===== config.mk =====
export PLATFORM = sky130hd
export DESIGN_NAME = reset_release_seq
export DESIGN_NICKNAME = d
export VERILOG_FILES = /design/src/rtl/rstseq_pkg.sv /design/src/rtl/rstseq_sync.sv /design/src/rtl/rstseq_datapath.sv /design/src/rtl/rstseq_control.sv /design/src/rtl/reset_release_seq.sv
export SDC_FILE = /design/constraint.sdc
export NUM_CORES = 1
export LEC_CHECK = 0
export BUFFER_PORTS_ARGS = -buffer_cell sky130_fd_sc_hd__buf_4
export CAP_MARGIN = 20
export CORE_UTILIZATION = 65
export CTS_BUF_LIST = sky130_fd_sc_hd__clkbuf_2 sky130_fd_sc_hd__clkbuf_4 sky130_fd_sc_hd__clkbuf_8
export DETAILED_ROUTE_END_ITERATION = 16
export GPL_ROUTABILITY_DRIVEN = 0
export GPL_TIMING_DRIVEN = 0
export PLACE_DENSITY = 0.89
export RECOVER_POWER = 50
export SLEW_MARGIN = 20
export SYNTH_ARGS = -nofsm -noshare
export SYNTH_HDL_FRONTEND = slang
export SYNTH_SLANG_ARGS = --single-unit
export TNS_END_PERCENT = 5

===== constraint.sdc =====
create_clock -name clk -period 2.2 [get_ports clk]
set_clock_uncertainty 0.1 [all_clocks]
set_input_delay 0.11 -clock clk [delete_from_list [all_inputs] [get_ports clk]]
set_output_delay 0.11 -clock clk [all_outputs]
set_load 0.02 [all_outputs]

===== src/rtl/rstseq_pkg.sv =====
package rstseq_pkg;
  typedef enum logic [1:0] {
    CLK_EXT    = 2'd0,
    CLK_LOWPWR = 2'd1,
    CLK_XTAL   = 2'd2,
    CLK_FAST   = 2'd3
  } clkMode_e;

  typedef struct packed {
    logic pwrtRun;
    logic ostRun;
    logic setBor;
  } seqCtl_t;

  typedef struct packed {
    logic porReady;
    logic supplyLow;
    logic borTrip;
    logic pwrtDone;
    logic ostDone;
  } seqStat_t;
endpackage


===== src/rtl/rstseq_sync.sv =====
module rstseq_sync #(
  parameter int STAGES = 2
) (
  input  logic clk,
  input  logic arstN,
  input  logic d,
  output logic q
);
  logic [STAGES-1:0] chain;

  always_ff @(posedge clk or negedge arstN) begin
    if (!arstN) chain <= '0;
    else        chain <= {chain[STAGES-2:0], d};
  end

  assign q = chain[STAGES-1];
endmodule


===== src/rtl/rstseq_datapath.sv =====
module rstseq_datapath
  import rstseq_pkg::*;
#(
  parameter int PWRT_TICKS = 72,
  parameter int OST_CYCLES = 1024,
  parameter int BOR_FILT   = 8
) (
  input  logic     clk,
  input  logic     porOk,
  input  logic     belowBor,
  input  logic     borEn,
  input  logic     tickIn,
  input  logic     statClr,
  input  seqCtl_t  ctl,
  output seqStat_t stat,
  output logic     porFlag,
  output logic     borFlag
);
  localparam int PW = $clog2(PWRT_TICKS + 1);
  localparam int OW = $clog2(OST_CYCLES);
  localparam int FW = $clog2(BOR_FILT + 1);

  logic          porSyncQ, borSyncQ, lowEff;
  logic [PW-1:0] pwrtCnt;
  logic [OW-1:0] ostCnt;
  logic [FW-1:0] filtCnt;

  // two-flop synchronizers, one per asynchronous threshold input
  logic [1:0] syncIn, syncOut;
  assign syncIn = {belowBor, 1'b1};
  for (genvar i = 0; i < 2; i++) begin : g_sync
    rstseq_sync #(.STAGES(2)) u_sync (
      .clk(clk), .arstN(porOk), .d(syncIn[i]), .q(syncOut[i])
    );
  end
  assign porSyncQ = syncOut[0];
  assign borSyncQ = syncOut[1];
  assign lowEff   = borEn & borSyncQ;

  // brown-out duration filter, saturating
  always_ff @(posedge clk or negedge porOk) begin
    if (!porOk)                       filtCnt <= '0;
    else if (!lowEff)                 filtCnt <= '0;
    else if (filtCnt != FW'(BOR_FILT)) filtCnt <= filtCnt + 1'b1;
  end

  // power-up delay, counted in timebase ticks
  always_ff @(posedge clk or negedge porOk) begin
    if (!porOk)                                 pwrtCnt <= '0;
    else if (!ctl.pwrtRun)                      pwrtCnt <= '0;
    else if (tickIn && !stat.pwrtDone)          pwrtCnt <= pwrtCnt + 1'b1;
  end

  // oscillator start-up count, one per clock
  always_ff @(posedge clk or negedge porOk) begin
    if (!porOk)           ostCnt <= '0;
    else if (!ctl.ostRun) ostCnt <= '0;
    else                  ostCnt <= ostCnt + 1'b1;
  end

  // sticky cause flags
  always_ff @(posedge clk or negedge porOk) begin
    if (!porOk) begin
      porFlag <= 1'b1;
      borFlag <= 1'b0;
    end else begin
      if (statClr) porFlag <= 1'b0;
      if (ctl.setBor)   borFlag <= 1'b1;
      else if (statClr) borFlag <= 1'b0;
    end
  end

  assign stat.porReady  = porSyncQ;
  assign stat.supplyLow = lowEff;
  assign stat.borTrip   = (filtCnt == FW'(BOR_FILT));
  assign stat.pwrtDone  = (pwrtCnt == PW'(PWRT_TICKS));
  assign stat.ostDone   = (ostCnt == OW'(OST_CYCLES - 1));
endmodule


===== src/rtl/rstseq_control.sv =====
module rstseq_control
  import rstseq_pkg::*;
(
  input  logic     clk,
  input  logic     porOk,
  input  logic     pwrtOff,
  input  logic [1:0] oscMode,
  input  logic     wakeReq,
  input  seqStat_t stat,
  output seqCtl_t  ctl,
  output logic     rstOut
);
  typedef enum logic [1:0] {ST_HOLD, ST_PWRT, ST_OST, ST_RUN} seqState_e;

  seqState_e state, stateNext;
  logic      causeOst, xtalMode, ostWanted, tripNow;

  assign xtalMode  = clkMode_e'(oscMode) != CLK_EXT;
  assign ostWanted = xtalMode && causeOst;

  always_comb begin
    stateNext = state;
    tripNow   = 1'b0;
    unique case (state)
      ST_HOLD:
        if (stat.porReady && !stat.supplyLow)
          stateNext = !pwrtOff ? ST_PWRT : (ostWanted ? ST_OST : ST_RUN);
      ST_PWRT:
        if (stat.borTrip) tripNow = 1'b1;
        else if (stat.pwrtDone) stateNext = ostWanted ? ST_OST : ST_RUN;
      ST_OST:
        if (stat.borTrip) tripNow = 1'b1;
        else if (stat.ostDone) stateNext = ST_RUN;
      ST_RUN:
        if (stat.borTrip) tripNow = 1'b1;
        else if (wakeReq && xtalMode) stateNext = ST_OST;
      default: stateNext = ST_HOLD;
    endcase
    if (tripNow) stateNext = ST_HOLD;
  end

  always_ff @(posedge clk or negedge porOk) begin
    if (!porOk) begin
      state    <= ST_HOLD;
      rstOut   <= 1'b1;
      causeOst <= 1'b1;
    end else begin
      state  <= stateNext;
      rstOut <= (stateNext != ST_RUN);
      if (tripNow) causeOst <= 1'b0;
    end
  end

  assign ctl.pwrtRun = (state == ST_PWRT);
  assign ctl.ostRun  = (state == ST_OST);
  assign ctl.setBor  = tripNow;
endmodule


===== src/rtl/reset_release_seq.sv =====
module reset_release_seq
  import rstseq_pkg::*;
#(
  parameter int PWRT_TICKS = 72,
  parameter int OST_CYCLES = 1024,
  parameter int BOR_FILT   = 8
) (
  input  logic       clk,
  input  logic       porOk,
  input  logic       belowBor,
  input  logic       borEn,
  input  logic       pwrtOff,
  input  logic [1:0] oscMode,
  input  logic       tickIn,
  input  logic       wakeReq,
  input  logic       statClr,
  output logic       rstOut,
  output logic       porFlag,
  output logic       borFlag
);
  seqCtl_t  ctlBus;
  seqStat_t statBus;

  rstseq_datapath #(
    .PWRT_TICKS(PWRT_TICKS), .OST_CYCLES(OST_CYCLES), .BOR_FILT(BOR_FILT)
  ) u_dp (
    .clk(clk), .porOk(porOk), .belowBor(belowBor), .borEn(borEn),
    .tickIn(tickIn), .statClr(statClr), .ctl(ctlBus), .stat(statBus),
    .porFlag(porFlag), .borFlag(borFlag)
  );

  rstseq_control u_ctl (
    .clk(clk), .porOk(porOk), .pwrtOff(pwrtOff), .oscMode(oscMode),
    .wakeReq(wakeReq), .stat(statBus), .ctl(ctlBus), .rstOut(rstOut)
  );
endmodule


==> results summary <==
Setup total negative slack on the finished layout was measured at 0 ps. The via count of the first global-routing pass came out at approximately 1100. Data on the critical path is required at its endpoint by approximately 2300 ps. Max-cap violations in this run came to 0.

The tightest min-delay check is of the in2reg type. In this run the horizontal extent of the chip is approximately 50 um. Detailed routing inserted a total of 991 vias. Of the cells placed in the final design, the portion with a size suffix greater than 1 is between 20% and 30%.

The final wirelength is between 2000 and 2500 um. Power spread over the standard cell area amounts to slightly above 700 nW/um^2. The count of antenna-violating nets left after detailed routing is 0. The final HPWL from detailed placement came out at 1790 um. The register clock-pin slew on the reported worst setup and hold paths came out at approximately 90 ps. The maximum number of pins on one net before global-route repair is 32.

The count of standard-cell rows is 16. The DRC violations left is 0. The number of antenna violations at the first check in global routing is 0. The area share of the leading cell type in the synthesized netlist came out at about half. TritonCTS built the clock tree.

Of the total power, the share spent switching nets is 26.6%. The part of the total power dissipated in combinational logic is 13.7%. The fraction of power consumed by sequential logic is 58.0%.

The yosys synthesis warning count is 0. Counting flops with an async set or reset pin after synthesis yields a share of between 90% and 100%. After technology mapping, the gate count stands at between 100 and 150. The height of the die came out at around 49 um. For this run, the slowest stage of the critical path takes ~400 ps. The effective utilization at floorplan is a little under three quarters. The number of I/O pins came out at 13. The layout overhead on the synthesized area came out at 15.5%.

The proportion of synthesized chip area in sequential cells came out at around 54%. The maximum resistive drop on vdd came out at 0.567 mV. Summed over all cells, the static leakage comes to roughly 0.75 nW. The worst reg-to-reg setup slack came out at 510 ps. Walking the worst path, the cells encountered are inv_1 -> ha_1 -> nand4b_4 -> o311ai_1 -> xor2_1 -> nor2_1. Setup repair after global routing left no endpoint under its margin.

The clock latency reported for the late side of the worst-skew pair is 320 ps. The number of antenna diodes is 0. The synthesized design spends more area on one cell type than any other, namely dfrtp_1. The initial DRC count came out at 20. The net load switching power is ~0.32 mW. The total clock sinks came out at 31. The length of the first detailed-routing pass in iterations is 6.

Buffers added to address setup during post-CTS repair amount to 0. The number of nets in the synthesized netlist is ~150. The total count of max-transition violations in the final report is 0. The average cell area after synthesis came out at around 11 um^2. Of the available clock period, the critical path in the final layout requires between 70% and 80%. The count of input and output buffers is 12. The worst setup path is captured at a register. The number of setup violations in the final report is 0.

The area of the placeable core came out at approximately 2000 um^2. The global-route usage over all layers is between 20% and 30%. The count of H-tree levels built during CTS came out at 2. STA classifies the critical path startpoint as a register. After synthesis, the cell types taking the most area are dfrtp_1, xor2_1, dfstp_2.

The mean routed wirelength per cell is ~14 um. The critical path data arrival time came out at around 1800 ps. The flow ran to the end, and the final reports show no timing, DRC or antenna violations. Yosys mapped a number of flops with a built-in enable equal to 0.

The power share of the clock group came out at ~28%. The number of standard cells in the final layout excluding fillers came out at approximately 180. The critical path is of the reg2reg type. The slowest stage of the critical path is the dfrtp_1 cell. Summing every instance area after synthesis gives about 1400 um^2.

Counting along the longest clock path gives a buffer depth of 2. The layout net count is between 150 and 200. The first-pass GRT wire length is between 4000 and 5000 um. The highest clock rate came out at between 500 and 600 MHz. The root buffer cell is clkbuf_4. The maximum fanout along the worst path is 4. Counting the buffers created by CTS gives 5. The hold violation total from the final report is 0.

The synthesized design contains 31 register bits. The post-detailed-route via-to-cell ratio came out at ~5.5. The post-route minimum period is 1690 ps.

The number of distinct standard cells referenced by the synthesized netlist came out at 36. Among all flip-flop cells after synthesis, the most frequent one is dfrtp_1. The overall die area is around 2400 um^2. After global routing the overflow that remains totals 0. The internal cell power came out at between 0.8 and 0.9 mW. The placed cell count came out at about 170.
[final timing paths]
path,startpoint,endpoint,cells past startpoint
worst max-delay path,u_dp.pwrtCnt[0],u_dp.pwrtCnt[2],6
min in group asynchronous,porOk,u_ctl.state[0],2
worst min register to register,u_dp.g_sync[0].u_sync.chain[0],u_dp.g_sync[0].u_sync.chain[1],0
max in group asynchronous,porOk,u_dp.porFlag,2
worst min-delay path,borEn,u_dp.filtCnt[1],3
worst max register to register,u_dp.pwrtCnt[0],u_dp.pwrtCnt[2],6
[layout make-up]
cell class | instances | area, um^2
multi-input cells | 90 | 626
inverters | 8 | 30.0
fillers | 119 | 349
repair buffers | 16 | 130
clock buffers | 8 | 60.1
flip-flops and latches | 31 | 779
plain buffers | 1 | 13.8
well taps | 27 | 33.8
[critical path: cells and delay by family, from the launching register on]
| kind | cells | cell delay [ps] |
|---|---|---|
| buf+inv | 1 | 100 |
| fa+ha+maj | 1 | 200 |
| flops | 1 | 410 |
| xor+xnor | 1 | 200 |
| compound gates | 1 | 360 |
| simple gates | 2 | 200 |
[what timing repair did]
item,in CTS,in global routing
hold endpoints to repair,36,0
gates resized for setup,0,0
setup endpoints to repair,0,0
hold buffers,4,0
[layer usage]
layer  share of wire, %  track usage (%)  up-vias  routed length, um
met5                  0                0        -                  0
li1                   -                -      493                  -
met3                2.5             6.23        5                 63
met1                 44             28.7      480               1090
met2                 52             43.8       13               1290
met4                2.0             14.7        0                 50
[sequential cells by signal, summed over array words and instances, names as in the netlist]
signal	count
u_ctl.causeOst	1
u_ctl.rstOut	1
u_ctl.state	2
u_dp.borFlag	1
u_dp.filtCnt	4
u_dp.g_sync.u_sync.chain	4
u_dp.ostCnt	10
u_dp.porFlag	1
u_dp.pwrtCnt	7
[per-stage QoR]
stage	utilization (%)	instance area (um^2)	hold slack [ps]	worst slack [ps]	total power, mW
finish	82.7	1670	49.5	505	1.21
CTS	82.7	1670	42.6	491	1.22
detailed placement	77.8	1570	-37.2	501	0.869
floorplan	-	1450	-286	705	0.808
global route	82.7	1670	67.2	412	1.27
global placement	77.8	1570	-49.1	627	0.850
[cell usage in the layout, fill, tap and decap left out, types with 2 or more instances in the layout]
cell           count
and4_1             2
clkbuf_4           9
dlygate4sd3_1      4
inv_1              7
nand4_1            5
o21ai_2            2
dfstp_2            3
dfrtp_1           28
ha_1               5
o21ai_0            2
nand2_1           10
nor2b_1            2
xor2_1            11
buf_4             11
or2_1              2
xnor2_1            5
nand3_1            4
a21oi_1            2
and3_1             3
nor2_1            18
[power by group through the flow]
stage | Sequential (mW) | Combinational [mW] | Clock [mW]
CTS | 0.699 | 0.167 | 0.350
finish | 0.699 | 0.166 | 0.341
global placement | 0.703 | 0.147 | 0
global route | 0.710 | 0.193 | 0.371
floorplan | 0.696 | 0.112 | 0
detailed placement | 0.710 | 0.159 | 0
[synth_stat cells, drive strengths merged, types with 3 or more instances]
library cell and count:
and3 3, dfrtp 28, dfstp 3, ha 5, inv 8, nand2 11, nand3 4, nand4 5
nor2 19, o21ai 5, xnor2 5, xor2 11
[logic make-up after synthesis]
group	Yosys count	share of synthesized area (%)
and+or+nand+nor	52	19.5
AOI/OAI and AO/OA	15	8.72
DFF	31	53.8
adders and majority gates	5	4.32
buffers and inverters	9	3.02
muxes	1	0.691
xor gates and xnor gates	16	9.67
other	1	0.259
(Power assumes the default switching activity.)
